$ cat src/rtl/mdio_pkg.sv
package mdio_pkg;
  localparam int CMD_W   = 32;
  localparam int RDAT_W  = 16;
  localparam int EVT_BIT = 23;
  localparam int OP_HI   = 29;
  localparam int OP_LO   = 28;
  localparam int TA_HI   = 17;
  localparam logic [1:0] SEL_DATA   = 2'd0;
  localparam logic [1:0] SEL_EVENT  = 2'd1;
  localparam logic [1:0] SEL_SPEED  = 2'd2;
  localparam logic [1:0] SEL_STATUS = 2'd3;
  localparam logic [1:0] OP_READ    = 2'b10;
endpackage

$ cat src/rtl/mdc_gen.sv
module mdc_gen #(
  parameter int DIV_W = 6
) (
  input  logic             clk,
  input  logic             rst,
  input  logic             en,
  input  logic [DIV_W-1:0] half,
  output logic             mdc,
  output logic             rise_tick,
  output logic             fall_tick
);
  logic [DIV_W-1:0] cnt;
  logic [DIV_W-1:0] half_eff;
  logic             at_end;

  assign half_eff  = (half == '0) ? DIV_W'(1) : half;
  assign at_end    = en && (cnt == half_eff - DIV_W'(1));
  assign rise_tick = at_end && !mdc;
  assign fall_tick = at_end && mdc;

  always_ff @(posedge clk) begin
    if (rst || !en) begin
      cnt <= '0;
      mdc <= 1'b0;
    end else if (at_end) begin
      cnt <= '0;
      mdc <= ~mdc;
    end else begin
      cnt <= cnt + DIV_W'(1);
    end
  end

  AST_MDC_IDLE_LOW: assert property (@(posedge clk) disable iff (rst)
    !en |=> (!mdc || en));
endmodule

$ cat src/rtl/mdio_frame.sv
module mdio_frame
  import mdio_pkg::*;
#(
  parameter int PRE_BITS = 32
) (
  input  logic              clk,
  input  logic              rst,
  input  logic              start,
  input  logic [CMD_W-1:0]  cmd,
  input  logic              rise_tick,
  input  logic              fall_tick,
  input  logic              mdio_i,
  output logic              busy,
  output logic              mdio_o,
  output logic              mdio_oe,
  output logic              finish,
  output logic [RDAT_W-1:0] rd_bits
);
  localparam int TOT     = PRE_BITS + CMD_W;
  localparam int IDX_W   = $clog2(TOT);
  localparam int REL_IDX = PRE_BITS + (CMD_W - 1 - TA_HI);
  localparam int SMP_IDX = PRE_BITS + (CMD_W - RDAT_W);

  logic [TOT-1:0]   sh;
  logic [IDX_W-1:0] idx;
  logic             is_rd;
  int               nxt;

  assign nxt = int'(idx) + 1;

  always_ff @(posedge clk) begin
    if (rst) begin
      sh      <= '0;
      idx     <= '0;
      is_rd   <= 1'b0;
      busy    <= 1'b0;
      mdio_o  <= 1'b1;
      mdio_oe <= 1'b0;
      finish  <= 1'b0;
      rd_bits <= '0;
    end else begin
      finish <= 1'b0;
      if (start && !busy) begin
        sh      <= {{PRE_BITS{1'b1}}, cmd};
        idx     <= '0;
        is_rd   <= (cmd[OP_HI:OP_LO] == OP_READ);
        busy    <= 1'b1;
        mdio_o  <= 1'b1;
        mdio_oe <= 1'b1;
        rd_bits <= '0;
      end else if (busy) begin
        if (rise_tick && is_rd && int'(idx) >= SMP_IDX)
          rd_bits <= {rd_bits[RDAT_W-2:0], mdio_i};
        if (fall_tick) begin
          if (int'(idx) == TOT - 1) begin
            busy    <= 1'b0;
            mdio_oe <= 1'b0;
            mdio_o  <= 1'b1;
            finish  <= 1'b1;
          end else begin
            idx     <= idx + IDX_W'(1);
            sh      <= {sh[TOT-2:0], 1'b0};
            mdio_o  <= sh[TOT-2];
            mdio_oe <= !(is_rd && nxt >= REL_IDX);
          end
        end
      end
    end
  end

  AST_FINISH_ENDS_BUSY: assert property (@(posedge clk) disable iff (rst)
    finish |-> (!busy && $past(busy)));
endmodule

$ cat src/rtl/mdio_station.sv
module mdio_station
  import mdio_pkg::*;
#(
  parameter int DIV_W    = 6,
  parameter int PRE_BITS = 32
) (
  input  logic        clk,
  input  logic        rst,
  input  logic [1:0]  reg_sel,
  input  logic        reg_wr,
  input  logic [31:0] reg_wdata,
  output logic [31:0] reg_rdata,
  output logic        mdc,
  output logic        mdio_o,
  output logic        mdio_oe,
  input  logic        mdio_i
);
  logic [CMD_W-1:0]  data_q;
  logic              evt_q;
  logic [DIV_W-1:0]  speed_q;
  logic              busy, finish, start, rise_tick, fall_tick, clr_evt;
  logic [RDAT_W-1:0] rd_bits;

  assign start   = reg_wr && (reg_sel == SEL_DATA) && !busy;
  assign clr_evt = reg_wr && (reg_sel == SEL_EVENT) && reg_wdata[EVT_BIT];

  mdc_gen #(.DIV_W(DIV_W)) u_clk (
    .clk(clk), .rst(rst), .en(busy), .half(speed_q),
    .mdc(mdc), .rise_tick(rise_tick), .fall_tick(fall_tick)
  );

  mdio_frame #(.PRE_BITS(PRE_BITS)) u_frame (
    .clk(clk), .rst(rst), .start(start), .cmd(reg_wdata),
    .rise_tick(rise_tick), .fall_tick(fall_tick), .mdio_i(mdio_i),
    .busy(busy), .mdio_o(mdio_o), .mdio_oe(mdio_oe),
    .finish(finish), .rd_bits(rd_bits)
  );

  always_ff @(posedge clk) begin
    if (rst) begin
      data_q    <= '0;
      evt_q     <= 1'b0;
      speed_q   <= '0;
      reg_rdata <= '0;
    end else begin
      if (start)
        data_q <= reg_wdata;
      else if (finish && data_q[OP_HI:OP_LO] == OP_READ)
        data_q[RDAT_W-1:0] <= rd_bits;
      if (finish)
        evt_q <= 1'b1;
      else if (clr_evt)
        evt_q <= 1'b0;
      if (reg_wr && reg_sel == SEL_SPEED)
        speed_q <= reg_wdata[DIV_W:1];
      case (reg_sel)
        SEL_DATA:  reg_rdata <= data_q;
        SEL_EVENT: reg_rdata <= 32'(evt_q) << EVT_BIT;
        SEL_SPEED: reg_rdata <= 32'(speed_q) << 1;
        default:   reg_rdata <= 32'(busy);
      endcase
    end
  end

  AST_MDIO_ON_FALL: assert property (@(posedge clk) disable iff (rst)
    (mdio_oe && $past(mdio_oe) && (mdio_o != $past(mdio_o))) |-> (!mdc && $past(mdc)));
  AST_EVENT_STICKY: assert property (@(posedge clk) disable iff (rst)
    (evt_q && !clr_evt) |=> evt_q);
  AST_OE_IDLE: assert property (@(posedge clk) disable iff (rst)
    !busy |-> !mdio_oe);
  AST_NO_RESTART: assert property (@(posedge clk) disable iff (rst)
    (busy && !finish) |=> $stable(data_q));
endmodule

$ cat config.mk
export PLATFORM = sky130hd
export DESIGN_NAME = mdio_station
export DESIGN_NICKNAME = d
export VERILOG_FILES = /design/src/rtl/mdio_pkg.sv /design/src/rtl/mdc_gen.sv /design/src/rtl/mdio_frame.sv /design/src/rtl/mdio_station.sv
export SDC_FILE = /design/constraint.sdc
export NUM_CORES = 1
export LEC_CHECK = 0
export ABC_AREA = 0
export CAP_MARGIN = 20
export CORE_MARGIN = 5
export CORE_UTILIZATION = 51
export CTS_BUF_LIST = sky130_fd_sc_hd__clkbuf_8 sky130_fd_sc_hd__clkbuf_16
export CTS_CLUSTER_SIZE = 14
export DETAILED_ROUTE_END_ITERATION = 16
export PLACE_DENSITY = 0.73
export SLEW_MARGIN = 20
export SYNTH_ARGS = -nofsm -noshare
export SYNTH_HDL_FRONTEND = slang
export SYNTH_SLANG_ARGS = --single-unit
$ cat constraint.sdc
create_clock -name clk -period 6.5 [get_ports clk]
set_input_delay 0.65 -clock clk [delete_from_list [all_inputs] [get_ports clk]]
set_output_delay 0.65 -clock clk [all_outputs]
set_load 0.01 [all_outputs]
# --- After elaboration in Yosys (flattened, before gate mapping) ---
# Cells that the tools add are included.
word_totals:
  register_bits: 168
  output_inout_bits: 35
  inputBits: 38
  word_cells: 83
classes:
  n_lt_le_gt_ge: 2
  bitwise: 4
  reduce_logical: 31
  n_eq_ne: 7
  muxes: 20
  n_addsub: 4
ops:
  columns: ["op", "n"]
  rows:
  - ["$mux W63", 4]
  - ["$pmux W32 S3", 1]
  - ["$ge A32 B7 Y1 const B", 1]
  - ["$mux W16", 2]
  - ["$logic_and A1 B1 Y1", 13]
  - ["$add A6 B1 Y6 const B", 2]
  - ["$mux W1", 12]
  - ["$reduce_bool A2 Y1", 4]
  - ["$add A6 B1 Y7 const B", 1]
  - ["$eq A2 B2 Y1 const B", 3]
  - ["$eq A6 B1 Y1 const B", 1]
  - ["$eq A6 B6 Y1", 1]
  - ["$ge A6 B6 Y1 const B", 1]
  - ["$logic_not A6 Y1", 1]
  - ["$mux W6", 1]
  - ["$reduce_and A2 Y1", 3]
  - ["$reduce_and A3 Y1", 2]
  - ["$sub A6 B1 Y6 const B", 1]
  - ["$not A1 Y1", 4]
  - ["$reduce_or A2 Y1", 2]
  - ["$reduce_or A4 Y1", 1]
  - ["$logic_not A1 Y1", 3]
  - ["$eq A2 B1 Y1 const B", 1]
  - ["$logic_not A2 Y1", 1]
  - ["2 further kinds", 2]

# --- Depth between registers and ports, before layout ---
depth:
  ltp_word: 9
  ltp_mapped: 13
  ltp_nobuf: 9

# --- Hierarchy ---
# From an unflattened synthesis, not the netlist that was laid out.
unflattened:
  hier_cells: 734
  area_unflattened_um2: 6754.0
by_module_without_submodules:
  columns: ["module", "cells_each", "area_per_inst_um2", "n_inst", "seq_area_each_um2"]
  rows:
  - ["mdio_frame", 405, 3651.0, 1, 1801.7]
  - ["mdio_station", 267, 2570.0, 1, 1421.4]
  - ["mdc_gen", 62, 533.0, 1, 140.1]

# --- Worst setup path after synthesis ---
# Ideal clock, no wire load.
synth_path:
  path_kind: "register -> register"
  from: "register speed_q[3]"
  to: "register u_frame.rd_bits[13]"
  stages_incl_launch_ff: 12
  slack_ps: 3456
  t_required_ps: 6428
  period_less_slack_ps: 3044
  arrival_time_ps: 2972
  cell_sequence: "dfxtp_1 clkbuf_1 nor3_1 a21oi_1 ha_1 a21boi_0 o211ai_1 or3_4 or3_4 nor4_4 buf_6 mux2i_1"
synth_via:
  elab_chain_cells: 9
synth_rtl:
  columns: ["element", "line", "rtl"]
  rows:
  - ["start, declared", "mdio_station.sv:20", "logic [DIV_W-1:0] speed_q;"]
  - ["start signal, assigned", "mdio_station.sv:55", "speed_q <= reg_wdata[DIV_W:1];"]
  - ["$logic_not A6 Y1", "mdc_gen.sv:16", "assign half_eff = (half == '0) ? DIV_W'(1) : half;"]
  - ["$mux W6 *", "mdc_gen.sv:16", null]
  - ["$sub A6 B1 Y6 *", "mdc_gen.sv:17", "assign at_end = en && (cnt == half_eff - DIV_W'(1));"]
  - ["$eq A6 B6 Y1 *", "mdc_gen.sv:17", null]
  - ["$logic_and A1 B1 Y1 *", "mdc_gen.sv:17", null]
  - ["$logic_and A1 B1 Y1 *", "mdc_gen.sv:18", "assign rise_tick = at_end && !mdc;"]
  - ["$logic_and A1 B1 Y1 * (2 in series)", "mdio_frame.sv:52", "if (rise_tick && is_rd && int'(idx) >= SMP_IDX)"]
  - ["$reduce_and A2 Y1 (no line) *", null, null]
  - ["end signal, assigned", "mdio_frame.sv:53", "rd_bits <= {rd_bits[RDAT_W-2:0], mdio_i};"]
  - ["end, declared", "mdio_frame.sv:17", "output logic [RDAT_W-1:0] rd_bits"]
# Mark *: on every way between the ends. The rest lies on a longest branch, timed or not.
# A chain may end at the register's enable or synchronous reset.

# --- Worst setup path in the final report ---
layout_path:
  from: "register speed_q[2]"
  to: "register u_frame.sh[29]"
layout_via:
  elab_chain_cells: 8
layout_rtl:
  columns: ["element", "line", "rtl"]
  rows:
  - ["$logic_not A6 Y1", "mdc_gen.sv:16", null]
  - ["$mux W6 *", "mdc_gen.sv:16", null]
  - ["$sub A6 B1 Y6 *", "mdc_gen.sv:17", null]
  - ["$eq A6 B6 Y1 *", "mdc_gen.sv:17", null]
  - ["$logic_and A1 B1 Y1 *", "mdc_gen.sv:17", null]
  - ["$logic_and A1 B1 Y1 *", "mdc_gen.sv:19", "assign fall_tick = at_end && mdc;"]
  - ["$reduce_bool A2 Y1 (no line) *", null, null]
  - ["$reduce_and A3 Y1 (no line) *", null, null]
  - ["end signal, assigned", "mdio_frame.sv:44", "sh <= {{PRE_BITS{1'b1}}, cmd};"]
  - ["end signal, assigned", "mdio_frame.sv:62", "sh <= {sh[TOT-2:0], 1'b0};"]
  - ["end, declared", "mdio_frame.sv:24", "logic [TOT-1:0] sh;"]
# Marks and branches as above.

==> flow_metrics.env <==
export IMPL_rsz0062_at_grt="false"
export IMPL_syn_avg_cell_area_um2=8.95
export IMPL_tightest_slew_ps=921
export IMPL_hold_class="reg2reg"
export IMPL_synth_seq_area_share_pct=50.3
export IMPL_cts_root_buffer="clkbuf_16"
export IMPL_drcViolationCount=0
export IMPL_gr_total_overflow=0
export IMPL_cap_violations=0
export IMPL_start_util_pct=52.5
export IMPL_ys_seq_elements=168
export IMPL_ys_top_cells_by_area="dfxtp_1, nor2_1, mux2i_1"
export IMPL_cts_tree="yes"
export IMPL_fp_dieW_um=124
export IMPL_hold_viol_final=0
export IMPL_clock_path_buffers=2
export IMPL_critical_path_class="reg2reg"
export IMPL_wl_mm=15.8
export IMPL_htree_levels=4
export IMPL_synthDistinctLibCells=52
export IMPL_grt_use_total_pct=20.5
export IMPL_netlist_instances=747
export IMPL_path_clk_slew_ps=60
export IMPL_dieArea_mm2=0.0155
export IMPL_powerDensity_mw_per_mm2=279
export IMPL_cts_resized=0
export IMPL_fin_worst_skew_ps=7.71
export IMPL_path_max_fanout=37
export IMPL_design_core_area_mm2=0.0127
export IMPL_synth_top_cell_by_area="dfxtp_1"
export IMPL_placed_area_mm2=0.00746
export IMPL_clk_latency_ps=420
export IMPL_endpoint_kind="flop"
export IMPL_drt_antenna_violating_nets=0
export IMPL_grt_start_max_net_pins=81
export IMPL_grt_pass1_vias=5279
export IMPL_die_y_um=124
export IMPL_final_nets=828
export IMPL_drtIter0Drc=514
export IMPL_synth_edf_count=0
export IMPL_hold_buffers=0
export IMPL_holdPathStages=1
export IMPL_detail_route_wl_per_cell_um=16.3
export IMPL_synthFlopType="dfxtp_1"
export IMPL_finalSetupViolCount=0
export IMPL_gp_congestion=0.851
export IMPL_drive_above_1_share_pct=7.14
export IMPL_cts_setup_buffers=0
export IMPL_place_hpwl_mm=10.1
export IMPL_rows=41
export IMPL_areaGrowthSynthToFinish_pct=20.7
export IMPL_cp_required_ps=6790
export IMPL_netlist_area_mm2=0.00668
export IMPL_antenna_found_initial=0
export IMPL_first_pass_iters=5
export IMPL_reg2reg_slack_ps=2920
export IMPL_ir_drop_mv=0.167
export IMPL_slew_violations=0
export IMPL_slew_headroom_pct=38.6
export IMPL_ios=73
export IMPL_cts_buffers=17
export IMPL_num_vias=5609
export IMPL_reg2reg_depth=9
export IMPL_cp_arrival_ps=3860
export IMPL_status="completed"
export IMPL_clock_sinks=168
export IMPL_start_kind="flop"
export IMPL_layout_min_cycle_time_ps=3580
export IMPL_async_flop_share_pct=0
export IMPL_tns_ps=0
export IMPL_ys_warn_count=0
export IMPL_finalCritPeriodShare_pct=55.0
export IMPL_grt_pass1_wl_mm=26.5
export IMPL_p_leak_nw=2.86
export IMPL_synth_nets=789
export IMPL_fillers=1083
export IMPL_synth_top_area_share_pct=50.3
export IMPL_io_buffers=72
export IMPL_fin_area_mm2=0.00807
export IMPL_n_antenna_cell=0
export IMPL_vias_per_cell=5.78
export IMPL_timing_fmax_mhz=280
-- report_power, final --
| part | total (W) | internal (W) | switching [W] |
|---|---|---|---|
| registers | 0.00108 | 0.00106 | 0.0000194 |
| clock network | 0.000985 | 0.000599 | 0.000386 |
| logic | 0.000184 | 0.0000702 | 0.000114 |
| total | 0.00225 | 0.00173 | 0.000519 |
-- cells by family after synthesis --
kind of cell	after synthesis	synth area share [%]
XOR/XNOR	7	0.917
buffers and inverters	72	4.17
AO/OA/AOI/OAI	168	17.4
flip-flops	168	50.3
adder cells (fa/ha/maj)	4	0.749
multiplexers	29	4.34
AND/OR/NAND/NOR	299	22.1
-- registers in the layout, summed over array words and instances (netlist names), 6 cells and up --
name / count
data_q: 32
reg_rdata: 32
speed_q: 6
u_frame.idx: 6
u_clk.cnt: 6
u_frame.sh: 63
u_frame.rd_bits: 16
-- cell usage in the layout (no fill, tap or decap), types with 5 or more instances in the layout --
| cell type | netlist | routed |
|---|---|---|
| dfxtp_1 | 168 | 168 |
| nor2_1 | 82 | 81 |
| clkdlybuf4s50_1 | 0 | 71 |
| nand2_1 | 63 | 63 |
| nor3_1 | 49 | 46 |
| a211oi_1 | 34 | 34 |
| nand3_1 | 32 | 32 |
| o21ai_0 | 31 | 31 |
| mux2i_1 | 29 | 29 |
| a31oi_1 | 29 | 29 |
| and2_1 | 26 | 26 |
| clkbuf_16 | 0 | 17 |
| o21bai_1 | 16 | 16 |
| a21oi_1 | 14 | 14 |
| a22o_1 | 14 | 14 |
| inv_1 | 9 | 12 |
| buf_4 | 0 | 10 |
| a311oi_1 | 9 | 9 |
| nand2b_1 | 7 | 7 |
| a2111oi_0 | 7 | 7 |
| xnor2_1 | 5 | 5 |
| and3_1 | 5 | 5 |
-- path summary, 6_finish.rpt --
| check | start | endpoint |
|---|---|---|
| max | speed_q[2] | u_frame.sh[29] |
| min | data_q[14] | reg_rdata[14] |
| max reg2reg | speed_q[2] | u_frame.sh[29] |
| min reg2reg | data_q[14] | reg_rdata[14] |
-- Yosys cell counts (all sizes together), types with 2 or more instances --
library cell  number
a21oi             14
mux2i             29
buf                6
a41oi              2
nand3b             3
nand3             32
nand2             63
a311oi             9
and3               5
a211oi            34
ha                 4
or4                2
a32o               2
nor4               4
o21bai            16
nor3              50
xnor2              5
xor2               2
nor3b              4
a22o              14
and2              26
nand4b             3
dfxtp            168
nand4              4
nor2b              2
nand2b             7
or2                2
o31ai              2
a2111oi            7
nor2              82
inv                9
a31oi             29
o21ai             31
or3                7
clkbuf            57
-- per-layer routing --
layer	global-route usage, %	routed length [um]
met5	0	0
met3	4.63	817
met1	27.4	7210
met4	7.29	214
met2	32.4	7540
-- final cells by class --
type                            instances  area [um2]  share of cell area [%]
Clock buffer                           21         480                    5.96
Inverter                                9        33.8                   0.419
Multi-Input combinational cell        507        3070                    38.0
Sequential cell                       168        3360                    41.7
Tap cell                              172         215                    2.67
Clock inverter                         10         103                    1.27
Timing Repair Buffer                   83         802                    9.94
-- critical path, stage by stage, from the launching register on --
cell and delay [ps]:
dfxtp_1 370, nor3_1 360, a21oi_1 170, ha_1 360, xnor2_1 140, nor3_1 230
and4_1 860, nand2_1 210, buf_4 320, a2111oi_0 430
-- stage by stage --
stage          setup slack [ps]  util [%]  std cells  hold WS, ps  total power (W)
2_1_floorplan              3460         -        747          430          0.00122
3_3_place_gp               3080      58.7        938          439          0.00128
5_1_grt                    2510      63.4        970          470          0.00234
6_report                   2920      63.4        970          456          0.00225
3_5_place_dp               2920      58.7        938          442          0.00128
4_1_cts                    2880      63.3        969          457          0.00227
Note: power is estimated with default switching activity, not from simulation.
